==> src/rtl/owf_pkg.sv <==
package owf_pkg;
  localparam int PAY_W      = 20;
  localparam int REG_W      = 8;
  localparam int TAIL_W     = 2;
  localparam int WORD_W     = PAY_W + TAIL_W;
  localparam int PAT_HI_W   = PAY_W - 2 * REG_W;
  localparam int SPAN_STEP  = 4;
  localparam int SPAN_SEL_W = 2;

  typedef enum logic [1:0] {
    SRC_CONV = 2'd0,
    SRC_PATN = 2'd1,
    SRC_READ = 2'd2
  } src_e;
endpackage

==> src/rtl/owf_result_hold.sv <==
module owf_result_hold #(
  parameter int W = 20
) (
  input  logic         clk_i,
  input  logic         rst_ni,
  input  logic         valid_i,
  input  logic [W-1:0] data_i,
  output logic [W-1:0] cur_o
);
  logic [W-1:0] res_q;

  always_ff @(posedge clk_i or negedge rst_ni) begin
    if (!rst_ni)      res_q <= '0;
    else if (valid_i) res_q <= data_i;
  end

  // same-cycle strobe forwards straight into the capture
  assign cur_o = valid_i ? data_i : res_q;
endmodule

==> src/rtl/owf_readback_hold.sv <==
module owf_readback_hold #(
  parameter int W = 8
) (
  input  logic         clk_i,
  input  logic         rst_ni,
  input  logic         req_i,
  input  logic [W-1:0] data_i,
  input  logic         take_i,
  output logic         pend_o,
  output logic [W-1:0] data_o
);
  logic         pend_q;
  logic [W-1:0] data_q;

  always_ff @(posedge clk_i or negedge rst_ni) begin
    if (!rst_ni) begin
      pend_q <= 1'b0;
      data_q <= '0;
    end else begin
      if (req_i)       pend_q <= 1'b1;
      else if (take_i) pend_q <= 1'b0;
      if (req_i)       data_q <= data_i;
    end
  end

  assign pend_o = pend_q;
  assign data_o = data_q;
endmodule

==> src/rtl/owf_parity.sv <==
module owf_parity #(
  parameter int PAY_W      = 20,
  parameter int SPAN_STEP  = 4,
  parameter int SPAN_SEL_W = 2
) (
  input  logic [PAY_W-1:0]      payload_i,
  input  logic                  en_i,
  input  logic [SPAN_SEL_W-1:0] sel_i,
  output logic [1:0]            tail_o
);
  localparam int NSPAN = 1 << SPAN_SEL_W;

  logic [NSPAN-1:0] lead_par;

  for (genvar k = 0; k < NSPAN; k++) begin : g_span
    assign lead_par[k] = ^payload_i[PAY_W-1 -: SPAN_STEP*(k+1)];
  end

  assign tail_o = en_i ? {^payload_i, lead_par[sel_i]} : 2'b00;
endmodule

==> src/rtl/out_word_fmt.sv <==
module out_word_fmt
  import owf_pkg::*;
(
  input  logic                  clk_i,
  input  logic                  rst_ni,
  input  logic                  conv_valid_i,
  input  logic [PAY_W-1:0]      conv_data_i,
  input  logic                  patn_en_i,
  input  logic [PAT_HI_W-1:0]   patn_hi_i,
  input  logic [REG_W-1:0]      patn_mid_i,
  input  logic [REG_W-1:0]      patn_lo_i,
  input  logic                  par_en_i,
  input  logic [SPAN_SEL_W-1:0] par_span_i,
  input  logic                  rd_req_i,
  input  logic [REG_W-1:0]      rd_data_i,
  input  logic                  cs_fall_i,
  output logic [WORD_W-1:0]     word_o
);
  logic [PAY_W-1:0]  conv_cur;
  logic              rd_pend_q;
  logic [REG_W-1:0]  rd_val;
  src_e              src;
  logic [PAY_W-1:0]  payload;
  logic [TAIL_W-1:0] tail;
  logic [WORD_W-1:0] word_q;

  owf_result_hold #(.W(PAY_W)) u_res (
    .clk_i   (clk_i),
    .rst_ni  (rst_ni),
    .valid_i (conv_valid_i),
    .data_i  (conv_data_i),
    .cur_o   (conv_cur)
  );

  owf_readback_hold #(.W(REG_W)) u_rd (
    .clk_i  (clk_i),
    .rst_ni (rst_ni),
    .req_i  (rd_req_i),
    .data_i (rd_data_i),
    .take_i (cs_fall_i),
    .pend_o (rd_pend_q),
    .data_o (rd_val)
  );

  always_comb begin
    if (rd_pend_q)      src = SRC_READ;
    else if (patn_en_i) src = SRC_PATN;
    else                src = SRC_CONV;
  end

  always_comb begin
    unique case (src)
      SRC_READ: payload = {rd_val, {(PAY_W-REG_W){1'b0}}};
      SRC_PATN: payload = {patn_hi_i, patn_mid_i, patn_lo_i};
      default:  payload = conv_cur;
    endcase
  end

  owf_parity #(
    .PAY_W      (PAY_W),
    .SPAN_STEP  (SPAN_STEP),
    .SPAN_SEL_W (SPAN_SEL_W)
  ) u_par (
    .payload_i (payload),
    .en_i      (par_en_i),
    .sel_i     (par_span_i),
    .tail_o    (tail)
  );

  always_ff @(posedge clk_i or negedge rst_ni) begin
    if (!rst_ni)        word_q <= '0;
    else if (cs_fall_i) word_q <= {payload, tail};
  end

  assign word_o = word_q;
endmodule

==> config.mk <==
export PLATFORM = sky130hd
export DESIGN_NAME = out_word_fmt
export DESIGN_NICKNAME = d
export VERILOG_FILES = /design/src/rtl/owf_pkg.sv /design/src/rtl/owf_result_hold.sv /design/src/rtl/owf_readback_hold.sv /design/src/rtl/owf_parity.sv /design/src/rtl/out_word_fmt.sv
export SDC_FILE = /design/constraint.sdc
export NUM_CORES = 1
export LEC_CHECK = 0
export BUFFER_PORTS_ARGS = -buffer_cell sky130_fd_sc_hd__buf_4
export CAP_MARGIN = 0
export CORE_AREA = 8 8 74 102
export DETAILED_ROUTE_END_ITERATION = 10
export DIE_AREA = 0 0 82 110
export HOLD_SLACK_MARGIN = 0.1
export PLACE_DENSITY = 0.85
export REMOVE_ABC_BUFFERS = 1
export SLEW_MARGIN = 0
export SYNTH_ARGS = -nofsm -noshare
export SYNTH_HDL_FRONTEND = slang
export SYNTH_SLANG_ARGS = --single-unit
export TNS_END_PERCENT = 20
==> constraint.sdc <==
create_clock -name clk_i -period 2.67 [get_ports clk_i]
set_clock_uncertainty 0.2 [all_clocks]
set_input_delay 0 -clock clk_i [delete_from_list [all_inputs] [get_ports clk_i]]
set_output_delay 0 -clock clk_i [all_outputs]
set_load 0.1 [all_outputs]
Word level (Yosys, flattened, before mapping)
Cells that the tools add are included.

Register bits after elaboration: 51. Latch bits: 0. Bits in writable memories: 0. Bits in read-only memories: 0. Output and inout port bits: 22. Logic and storage cells: 22. Memories kept: 0.

Add/subtract/negate cells: 0. Multiply operators: 0. Divide/modulo/power cells: 0. $lt $le $gt $ge: 1. Equality and inequality tests: 2. Shift operators: 0. Multiplexer cells: 9. Bitwise operators: 0. Reductions and logical operators: 6.

Operators by type and width (number): case mux 20 bit (2 select lines) (1); 2-to-1 mux 20 bit (1); XOR reduction 20 bit (1); XOR reduction 16 bit (1); XOR reduction 12 bit (1); XOR reduction 8 bit (1); 2-to-1 mux 1 bit (4); 2-to-1 mux 2 bit (2); XOR reduction 4 bit (1); less-than comparator 2 x 3 -> 1 bit (second input constant) (1); binary-select mux 1 bit (select 2 bit) (1); equality test 2 x 1 -> 1 bit (second input constant) (1); equality test 2 bit (second input constant) (1); nonzero test 2 bit (1).

Depth between registers and ports, before layout
Gate-level depths: netlist of the first run.

Word-level depth: 8. Depth in mapped cells: 10.

By module
A second synthesis of the first run with hierarchy kept.

Cells, all modules: 224. Area total of the unflattened synthesis: 2713.9 um2.

By module, submodules not included: out_word_fmt (instances 1, cells each 131, area each 1271.2 um2, sequential area each 550.5 um2); owf_result_hold (instances 1, cells each 42, area each 823.3 um2, sequential area each 500.5 um2); owf_readback_hold (instances 1, cells each 20, area each 369.1 um2, sequential area each 225.2 um2); owf_parity (instances 1, cells each 31, area each 250.2 um2, sequential area each 0.0 um2).

Worst setup path before layout of the first run
No wires, ideal clock.

Path kind: flip-flop to flip-flop. Start point: register u_rd.pend_q (netlist: u_rd.pend_o). End point: register word_q[0] (netlist: word_o[0]). Arrival: 2.355 ns. Path slack: -0.006 ns. Stages on the path, launching flop included: 10. Buffers on the path: 2. Clock period less this slack: 2.676 ns. Cell sequence: dfrtp_1 > buf_4 > buf_2 > nor2b_1 > or4_1 > o221ai_1 > xnor2_1 > xnor3_1 > xnor2_1 > o22a_1.

Word-level cells in the longest chain between the ends: 7. Elaborated cells on any way between the ends: 11.

Ends and longest elaborated chain: start: declaration (line owf_readback_hold.sv:12) `logic pend_q;`; start signal: assignment (line owf_readback_hold.sv:17) `pend_q <= 1'b0;`; start signal: assignment (line owf_readback_hold.sv:20) `if (req_i) pend_q <= 1'b1;`; start signal: assignment (line owf_readback_hold.sv:21) `else if (take_i) pend_q <= 1'b0;`; 2-to-1 mux 2 bit (*) (line out_word_fmt.sv:46) `if (rd_pend_q) src = SRC_READ;`; equality test 2 x 1 -> 1 bit or equality test 2 bit (tied branches) (line out_word_fmt.sv:52) `unique case (src)`; case mux 20 bit (2 select lines) (*) (line out_word_fmt.sv:52); XOR reduction 16 bit (tied with other cells) (line owf_parity.sv:16) `assign lead_par[k] = ^payload_i[PAY_W-1 -: SPAN_STEP*(k+1)];`; binary-select mux 1 bit (select 2 bit) (*) (line owf_parity.sv:19) `assign tail_o = en_i ? {^payload_i, lead_par[sel_i]} : 2'b00;`; 2-to-1 mux 1 bit (not written as such) (*) (line owf_parity.sv:19); 2-to-1 mux 2 bit (*) (line owf_parity.sv:19); end signal: assignment (line out_word_fmt.sv:72) `else if (cs_fall_i) word_q <= {payload, tail};`; end: declaration (line out_word_fmt.sv:25) `logic [WORD_W-1:0] word_q;`.

Every way passes the cells marked *; elsewhere a longest branch is shown, timed or not. The select of a mux whose other input is x is not followed. A chain may end at the register's enable or synchronous reset.

Final worst setup path of the first run
Same ends and word-level chain as after synthesis.

==> results of run 1 <==
==> per-layer routing <==
metal / track usage [%] / wire length [um]
met1: 17.4 / 2730
met2: 33.6 / 4360
met3: 3.81 / 440
met4: 5.54 / 99
met5: 0 / 0
==> cell usage after synthesis, drive strengths merged (2+ instances only) <==
cell type / instances / area [um^2]
a2111oi: 3 / 26.3
a21oi: 4 / 20.0
and2: 3 / 18.8
and3b: 3 / 26.3
buf: 7 / 40.0
clkbuf: 6 / 22.5
dfrtp: 51 / 1280
inv: 6 / 22.5
mux2: 36 / 405
mux2i: 4 / 40.0
nand2: 8 / 30.0
nand2b: 15 / 93.8
nor2: 12 / 45.0
nor2b: 5 / 31.3
nor3b: 3 / 22.5
o211a: 12 / 120
o211ai: 2 / 33.8
o221ai: 2 / 17.5
o22ai: 3 / 18.8
o41ai: 2 / 17.5
or3: 2 / 12.5
or4: 3 / 26.3
xnor2: 12 / 105
xor2: 2 / 25.0
==> stage by stage <==
| step | hold slack, ps | utilization [%] | worst slack [ps] |
|---|---|---|---|
| floorplan | -496 | - | -63.9 |
| global placement | -140 | 56.2 | -65.4 |
| detailed placement | -132 | 56.2 | -162 |
| CTS | 108 | 72.0 | 22.9 |
| global route | 131 | 72.4 | -31.2 |
| finish | 118 | 72.4 | 31.4 |
==> layout make-up <==
cell class	instances	area (um^2)	area share, %
Sequential cell	51	1280	29.2
Clock buffer	6	82.6	1.89
Tap cell	72	90.1	2.06
Timing Repair Buffer	179	1560	35.7
Clock inverter	2	35.0	0.801
Inverter	7	26.3	0.601
Multi-Input combinational cell	153	1300	29.7
==> cell families (layout without fill, tap and decap cells) <==
logic type,after synthesis,count (layout),synth area share [%]
XOR/XNOR,15,15,5.78
flip-flops,51,51,48.3
buffers and inverters,20,194,3.36
AND/OR/NAND/NOR,62,62,13.6
AO/OA/AOI/OAI,36,36,12.1
multiplexers,40,40,16.9
==> worst register-to-register path, cell delays in order (launching register included) <==
cell,delay [ps]
dfrtp_2,490
buf_4,170
nor2b_1,140
or4_4,490
o211ai_2,220
xor2_2,200
xnor3_1,290
xnor2_1,150
o22a_1,190
==> sequential cells by signal, indices dropped and copies added, names as in the netlist <==
signal	cells
word_o	22
u_res.res_q	20
u_rd.data_o	8
u_rd.pend_o	1
==> where the power goes <==
group | internal [mW] | switching [mW] | total, mW
Sequential | 0.859 | 0.0420 | 0.901
Combinational | 0.439 | 0.600 | 1.04
Clock | 0.303 | 0.248 | 0.551
Total | 1.60 | 0.890 | 2.49
==> repair_timing <==
action	CTS	global route
setup buffers	3	0
endpoints found under the hold margin	102	0
hold buffers	81	0
pin swaps	2	2
endpoints found under the setup margin	2	2
resized for setup	1	5
==> cells in the final DEF (no fill, tap or decap), drive strengths merged, types with 2 or more instances in the layout <==
| master | netlist | routed |
|---|---|---|
| xnor2 | 12 | 12 |
| nor3b | 3 | 3 |
| nand2b | 15 | 15 |
| or4 | 3 | 3 |
| dfrtp | 51 | 51 |
| o221ai | 2 | 2 |
| xor2 | 2 | 2 |
| a2111oi | 3 | 3 |
| a21oi | 4 | 4 |
| nor2 | 12 | 12 |
| nor2b | 5 | 5 |
| dlygate4sd3 | 0 | 81 |
| buf | 7 | 98 |
| and3b | 3 | 3 |
| inv | 6 | 6 |
| o211a | 12 | 12 |
| o22ai | 3 | 3 |
| o211ai | 2 | 2 |
| mux2 | 36 | 36 |
| and2 | 3 | 3 |
| nand2 | 8 | 8 |
| clkbuf | 6 | 6 |
| mux2i | 4 | 4 |
| clkinv | 1 | 2 |
| o41ai | 2 | 2 |
| or3 | 2 | 2 |
==> final timing paths <==
| kind | slack [ps] | endpoint | cells after the start | start |
|---|---|---|---|---|
| max | 30 | word_o[0] | 8 | u_rd.pend_o |
| min | 120 | u_res.res_q[4] | 3 | conv_valid_i |
| max reg2reg | 30 | word_o[0] | 8 | u_rd.pend_o |
| min reg2reg | 300 | word_o[19] | 2 | word_o[19] |
| max in group asynchronous | 1200 | u_rd.pend_o | 3 | rst_ni |
| min in group asynchronous | 590 | u_res.res_q[9] | 3 | rst_ni |
==> results.cfg, run 1 <==
[sta]
fin_crit_sh_pct = 98.8
slew_headroom_pct = 56.3
worstMarginPinSlew_ps = 655
hold_viol = 0
grt_setup_unrepaired = yes
drv_slew = 0
fin_crit_ps = 2640
fmax_mhz = 379
fin_setup_tns_ps = 0
setup_viol = 0

[logic_synthesis]
synthDistinctLibCells = 46
yosys_most_used_dff = dfrtp_1
synth-edff-count = 0
yosysWarnings = 0
syn-cell-area_mm2 = 0.00264
avgSynthCellArea_um2 = 11.8
synth_cells = 224
ys_seq_area_share_pct = 48.3
synth_seq_cells = 51
synth-async-reset-ratio_pct = 100

[setup_path]
startpoint_type = register
crit_fanout = 11
crit_chain = buf_4 > nor2b_1 > or4_4 > o211ai_2 > xor2_2 > xnor3_1 > xnor2_1 > o22a_1
arrival_ps = 2640
critPathCaptureType = register
path_buf_inv = 1
path_delay_family = XOR/XNOR gates
critPathKind = reg -> reg
worst_path_max_delay_cell = dfrtp_2
crit_required_ps = 2670
cp_slowest_stage_delay_ps = 490

[pwr]
total_power_mw = 2.49
ir_drop_mv = 0.367
p_per_area_mw_per_mm2 = 570
power.leakage_nw = 2.10

[layout]
fin_cells = 470
nets = 454
drive_above_1_share_pct = 37.9
num-fill-cells = 418
fin_area_mm2 = 0.00437
syn2layout_area_growth_pct = 65.4
antennaDiodeCount = 0

[place]
dp_hpwl_um = 4960
post_dp_cell_area_mm2 = 0.00340
dp_cells = 378
gp_congestion = 0.797
io_buffer_count = 78

[floorplan]
die_h_um = 110
dieWidth_um = 82
dieArea_mm2 = 0.00902
placementRows = 34
fp.coreArea_mm2 = 0.00604
ios = 79
floorplan.initialDensity_pct = 43.7

[flow_run]
drv_cap = 0

[route]
drc = 0
drtIter0Drc = 57
wl_per_cell_um = 16.2
first_pass_iters = 4
wl_um = 7630
ant_nets = 0
num_vias = 2370
viasPerCell = 5.04

[global_route]
grt_pass1_wl_um = 12300
grt-ovfl-total = 0
grt_pass1_vias = 2662
track_usage_pct = 17.3
grt_max_degree = 52
antenna_found_initial = 0

[clocking]
tritoncts = built
cts_buffer_depth = 2
root_buffer = clkbuf_8
cts_max_level = 2
clk_pin_slew_ps = 90
insertion_delay_ps = 300
cts_sinks = 51
cts_buffers = 5

[min_path]
hp-class = in -> reg

[run_status]
status = complete, no violations
(Power assumes the default switching activity.)
==> run 2, diff against run 1 <==
PLACE_DENSITY = 0.82   (was 0.85)
RECOVER_POWER = 25   (was not set)
SLEW_MARGIN = 30   (was 0)
clock period = 3.4 ns   (was 2.67 ns; I/O delays follow)
==> results.cfg, run 2 (synthesis results as in run 1) <==
[run_status]
status = complete, no violations

[route]
wl_met2_um = 4070
num_vias = 2285
drc = 0
wl_per_cell_um = 16.1
wl_met1_um = 2790
first_pass_iters = 6
ant_nets = 0
wl_um = 7390
wl_met3_um = 419
viasPerCell = 4.99
highest_layer = met4
drtIter0Drc = 68

[clocking]
tritoncts = built
post_cts_resized = 0
insertion_delay_ps = 300
cts_max_level = 2
cts_sinks = 51
cts_buffer_depth = 2
cts_buffers = 5
root_buffer = clkbuf_8
clk_pin_slew_ps = 90

[layout]
drive_above_1_share_pct = 27.2
largest_reg_flops = 22
fin_cells = 458
nets = 442
final_common_cell = dlygate4sd3_1
antennaDiodeCount = 0
postLayoutCoreUtil_pct = 68.9
syn2layout_area_growth_pct = 57.5
final_cell_mix = dlygate4sd3_1, buf_4, dfrtp_1, mux2_2, clkbuf_1

[place]
io_buffer_count = 78
dp_cells = 361
gp_congestion = 0.777
dp_hpwl_um = 4590

[pwr]
switching_share_pct = 37.2
total_power_mw = 1.84
p_switching_uw = 684
p_comb_share_pct = 41.1
p_per_area_mw_per_mm2 = 442
p_clk_share_pct = 20.4
internal_power_mw = 1.16
power.leakage_nw = 1.93
p_seq_share_pct = 38.5
ir_drop_mv = 0.267

[floorplan]
fp.coreArea_mm2 = 0.00604
placementRows = 34
dieWidth_um = 82
die_h_um = 110
floorplan.initialDensity_pct = 43.7
dieArea_mm2 = 0.00902
ios = 79

[sta]
worstMarginPinSlew_ps = 1270
fin_crit_ps = 2940
worst_hold_slack_ps = 167
setup_viol = 0
drv_slew = 0
hold_viol = 0
fmax_mhz = 340
fin_crit_sh_pct = 86.6
fin_setup_tns_ps = 0
grt_setup_unrepaired = no
slew_headroom_pct = 15.3

[setup_path]
critPathCaptureType = register
crit_fanout = 20
crit_required_ps = 3390
critPathKind = reg -> reg
worst_path_max_delay_cell = dfrtp_1
crit_chain = and3b_1 > or4_4 > o211ai_4 > xor2_2 > xnor3_1 > xnor2_1 > o22a_1
arrival_ps = 2940
startpoint_type = register
cp_slowest_stage_delay_ps = 660

[global_route]
grt_max_degree = 52
grt_pass1_wl_um = 11900
antenna_found_initial = 0
grt_pass1_vias = 2537
grt-ovfl-total = 0
track_usage_pct = 17.0

[flow_run]
drv_cap = 0

[min_path]
hp-class = in -> reg
[run 2: changes by cell type in the layout (fill, tap and decap cells not counted), sizes merged]
cell,change
clkinv,-1
buf,-42
bufinv,-1
dlygate4sd3,+7
clkbuf,+25
[run 2: routing by layer]
metal	up-vias	track usage, %
met4	0	5.29
met1	1095	17.1
met3	8	4.14
li1	1121	-
met2	61	32.7
met5	-	0
[run 2: per-stage QoR]
step	cell area (um^2)	setup slack [ps]
2_1_floorplan	2580	666
3_3_place_gp	3260	551
3_5_place_dp	3260	490
4_1_cts	4260	472
5_1_grt	4160	347
6_report	4160	455
[run 2: final timing paths]
check,startpoint,endpoint,slack [ps],depth (start not counted)
setup / recovery,u_rd.pend_o,word_o[0],460,7
hold reg to reg,word_o[21],word_o[21],290,2
max in group asynchronous,rst_ni,word_o[16],1270,4
hold / removal,patn_en_i,word_o[12],170,4
setup reg to reg,u_rd.pend_o,word_o[0],460,7
min in group asynchronous,rst_ni,u_res.res_q[5],960,4
[run 2: what timing repair did]
item | 4_1_cts | 5_1_grt
setup buffers | 0 | 0
endpoints found under the setup margin | 0 | 0
hold endpoints to repair | 102 | 0
hold buffers | 89 | 0
[run 2: final cells by class]
type / count / area (um^2)
multi-input cells: 153 / 1280
fillers: 464 / 1880
inverters: 7 / 26.3
clock buffers: 8 / 100
flip-flops and latches: 51 / 1280
repair buffers: 167 / 1390
well taps: 72 / 90.1
[run 2: power by group through the flow]
| stage | registers (mW) | clock network, mW | logic [mW] |
|---|---|---|---|
| 4_1_cts | 0.707 | 0.389 | 0.789 |
| 3_3_place_gp | 0.717 | 0 | 0.664 |
| 3_5_place_dp | 0.720 | 0 | 0.675 |
| 6_report | 0.708 | 0.375 | 0.757 |
| 5_1_grt | 0.716 | 0.417 | 0.801 |
| 2_1_floorplan | 0.971 | 0 | 0.236 |
[run 2: worst max-delay path, delay by kind of cell (launching register included)]
kind / cells / cell delay (ps)
AO/OA/AOI/OAI: 2 / 410
AND/OR/NAND/NOR: 2 / 790
XOR/XNOR: 3 / 790
flip-flops: 1 / 660
==> run 3, diff against run 2 <==
clock period = 3.1 ns   (was 3.4 ns; I/O delays follow)
==> results.cfg, run 3 (synthesis results as in run 1) <==
[run_status]
status = complete, no violations

[setup_path]
crit_required_ps = 3090
r2r_cells = 7
reg2reg_setup_slack_ps = 150
timing.rr.end = word_o[0]
crit_fanout = 20
arrival_ps = 2940
startpoint_type = register
critPathKind = reg -> reg
critPathCaptureType = register
reg2reg_from = u_rd.pend_o

[sta]
fmax_mhz = 339
worstMarginPinSlew_ps = 1290
slew_headroom_pct = 14.1
fin_crit_sh_pct = 95.2
setup_viol = 0
fin_setup_tns_ps = 0
grt_setup_unrepaired = no
worst_hold_slack_ps = 168
fin_crit_ps = 2950
drv_slew = 0
hold_viol = 0

[floorplan]
floorplan.initialDensity_pct = 43.7
dieWidth_um = 82
die_h_um = 110
placementRows = 34
ios = 79
dieArea_mm2 = 0.00902
fp.coreArea_mm2 = 0.00604

[clocking]
cts_buffer_depth = 2
cts_hold_buf = 87
clk_pin_slew_ps = 90
tritoncts = built
cts_setup_buffers = 0
cts_buffers = 5
insertion_delay_ps = 300
cts_sinks = 51
post_cts_resized = 0
cts_max_level = 2
root_buffer = clkbuf_8

[global_route]
grt_max_degree = 52
track_usage_pct = 17.4
grt_pass1_vias = 2494
antenna_found_initial = 0
grt-ovfl-total = 0
grt_pass1_wl_um = 12200

[layout]
antennaDiodeCount = 0
fin_area_mm2 = 0.00412
final_cell_mix = dlygate4sd3_1, buf_4, dfrtp_1, mux2_2, clkbuf_1
final_common_cell = dlygate4sd3_1
postLayoutCoreUtil_pct = 68.2
largest_reg_flops = 22
drive_above_1_share_pct = 27.1
fin_cells = 456
syn2layout_area_growth_pct = 55.9
nets = 440

[place]
io_buffer_count = 78
dp_hpwl_um = 4690
post_dp_cell_area_mm2 = 0.00326
gp_congestion = 0.805
dp_cells = 361

[flow_run]
drv_cap = 0

[min_path]
min-delay-start = patn_en_i
whs_endpoint = word_o[13]
hp-class = in -> reg
worstHoldPathCells = 4

[route]
drc = 0
ant_nets = 0
num_vias = 2322
wl_um = 7640
wl_per_cell_um = 16.7
drtIter0Drc = 53
viasPerCell = 5.09
first_pass_iters = 4

[pwr]
power.leakage_nw = 1.91
ir_drop_mv = 0.345
p_per_area_mw_per_mm2 = 480
run 3: changes by cell type in the layout (fill, tap and decap cells not counted):
cell,delta
buf_4,-1
clkbuf_8,-2
clkbuf_1,+1
dlygate4sd3_1,-2
clkbuf_4,-1
clkinv_2,+3
run 3: how the worst max path moves through the flow:
stage	from	endpoint	slack, ps	cells after the start
after floorplan	u_rd.pend_o	word_o[0]	370	7
after global placement	u_rd.pend_o	word_o[0]	250	7
after detailed placement	u_rd.pend_o	word_o[0]	190	7
after CTS	u_rd.pend_o	word_o[0]	160	7
after global routing	u_rd.pend_o	word_o[0]	40	7
final	u_rd.pend_o	word_o[0]	150	7
run 3: metal layers:
layer	vias to the layer above	share of wire, %	global-route usage [%]
met5	-	0	0
met4	0	1.0	4.16
met3	8	5.2	3.98
met2	65	55	32.9
met1	1129	38	18.9
li1	1120	-	-
run 3: cell type report:
| cell class | count | area (um^2) |
|---|---|---|
| clock inverter | 3 | 15.0 |
| clock buffer | 5 | 68.8 |
| fill | 473 | 1920 |
| sequential | 51 | 1280 |
| tap | 72 | 90.1 |
| inverter | 7 | 26.3 |
| timing repair buffer | 165 | 1370 |
| multi-input combinational | 153 | 1280 |
run 3: power breakdown:
part	switching (mW)	total [mW]	leakage, nW	internal, mW
Clock	0.218	0.373	0.0477	0.155
Combinational	0.508	0.826	1.25	0.318
Sequential	0.0386	0.779	0.616	0.740
run 3: stage by stage:
stage | setup slack [ps] | power (mW)
2_1_floorplan | 366 | 1.32
3_3_place_gp | 253 | 1.51
3_5_place_dp | 189 | 1.53
4_1_cts | 163 | 2.02
5_1_grt | 39.2 | 2.08
6_report | 150 | 1.98
run 3: critical path: stages (launching register included):
cell      delay (ps)
dfrtp_1          660
and3b_1          260
or4_1            510
o211ai_2         230
xor2_2           170
xnor3_1          470
xnor2_1          150
o22a_1           190
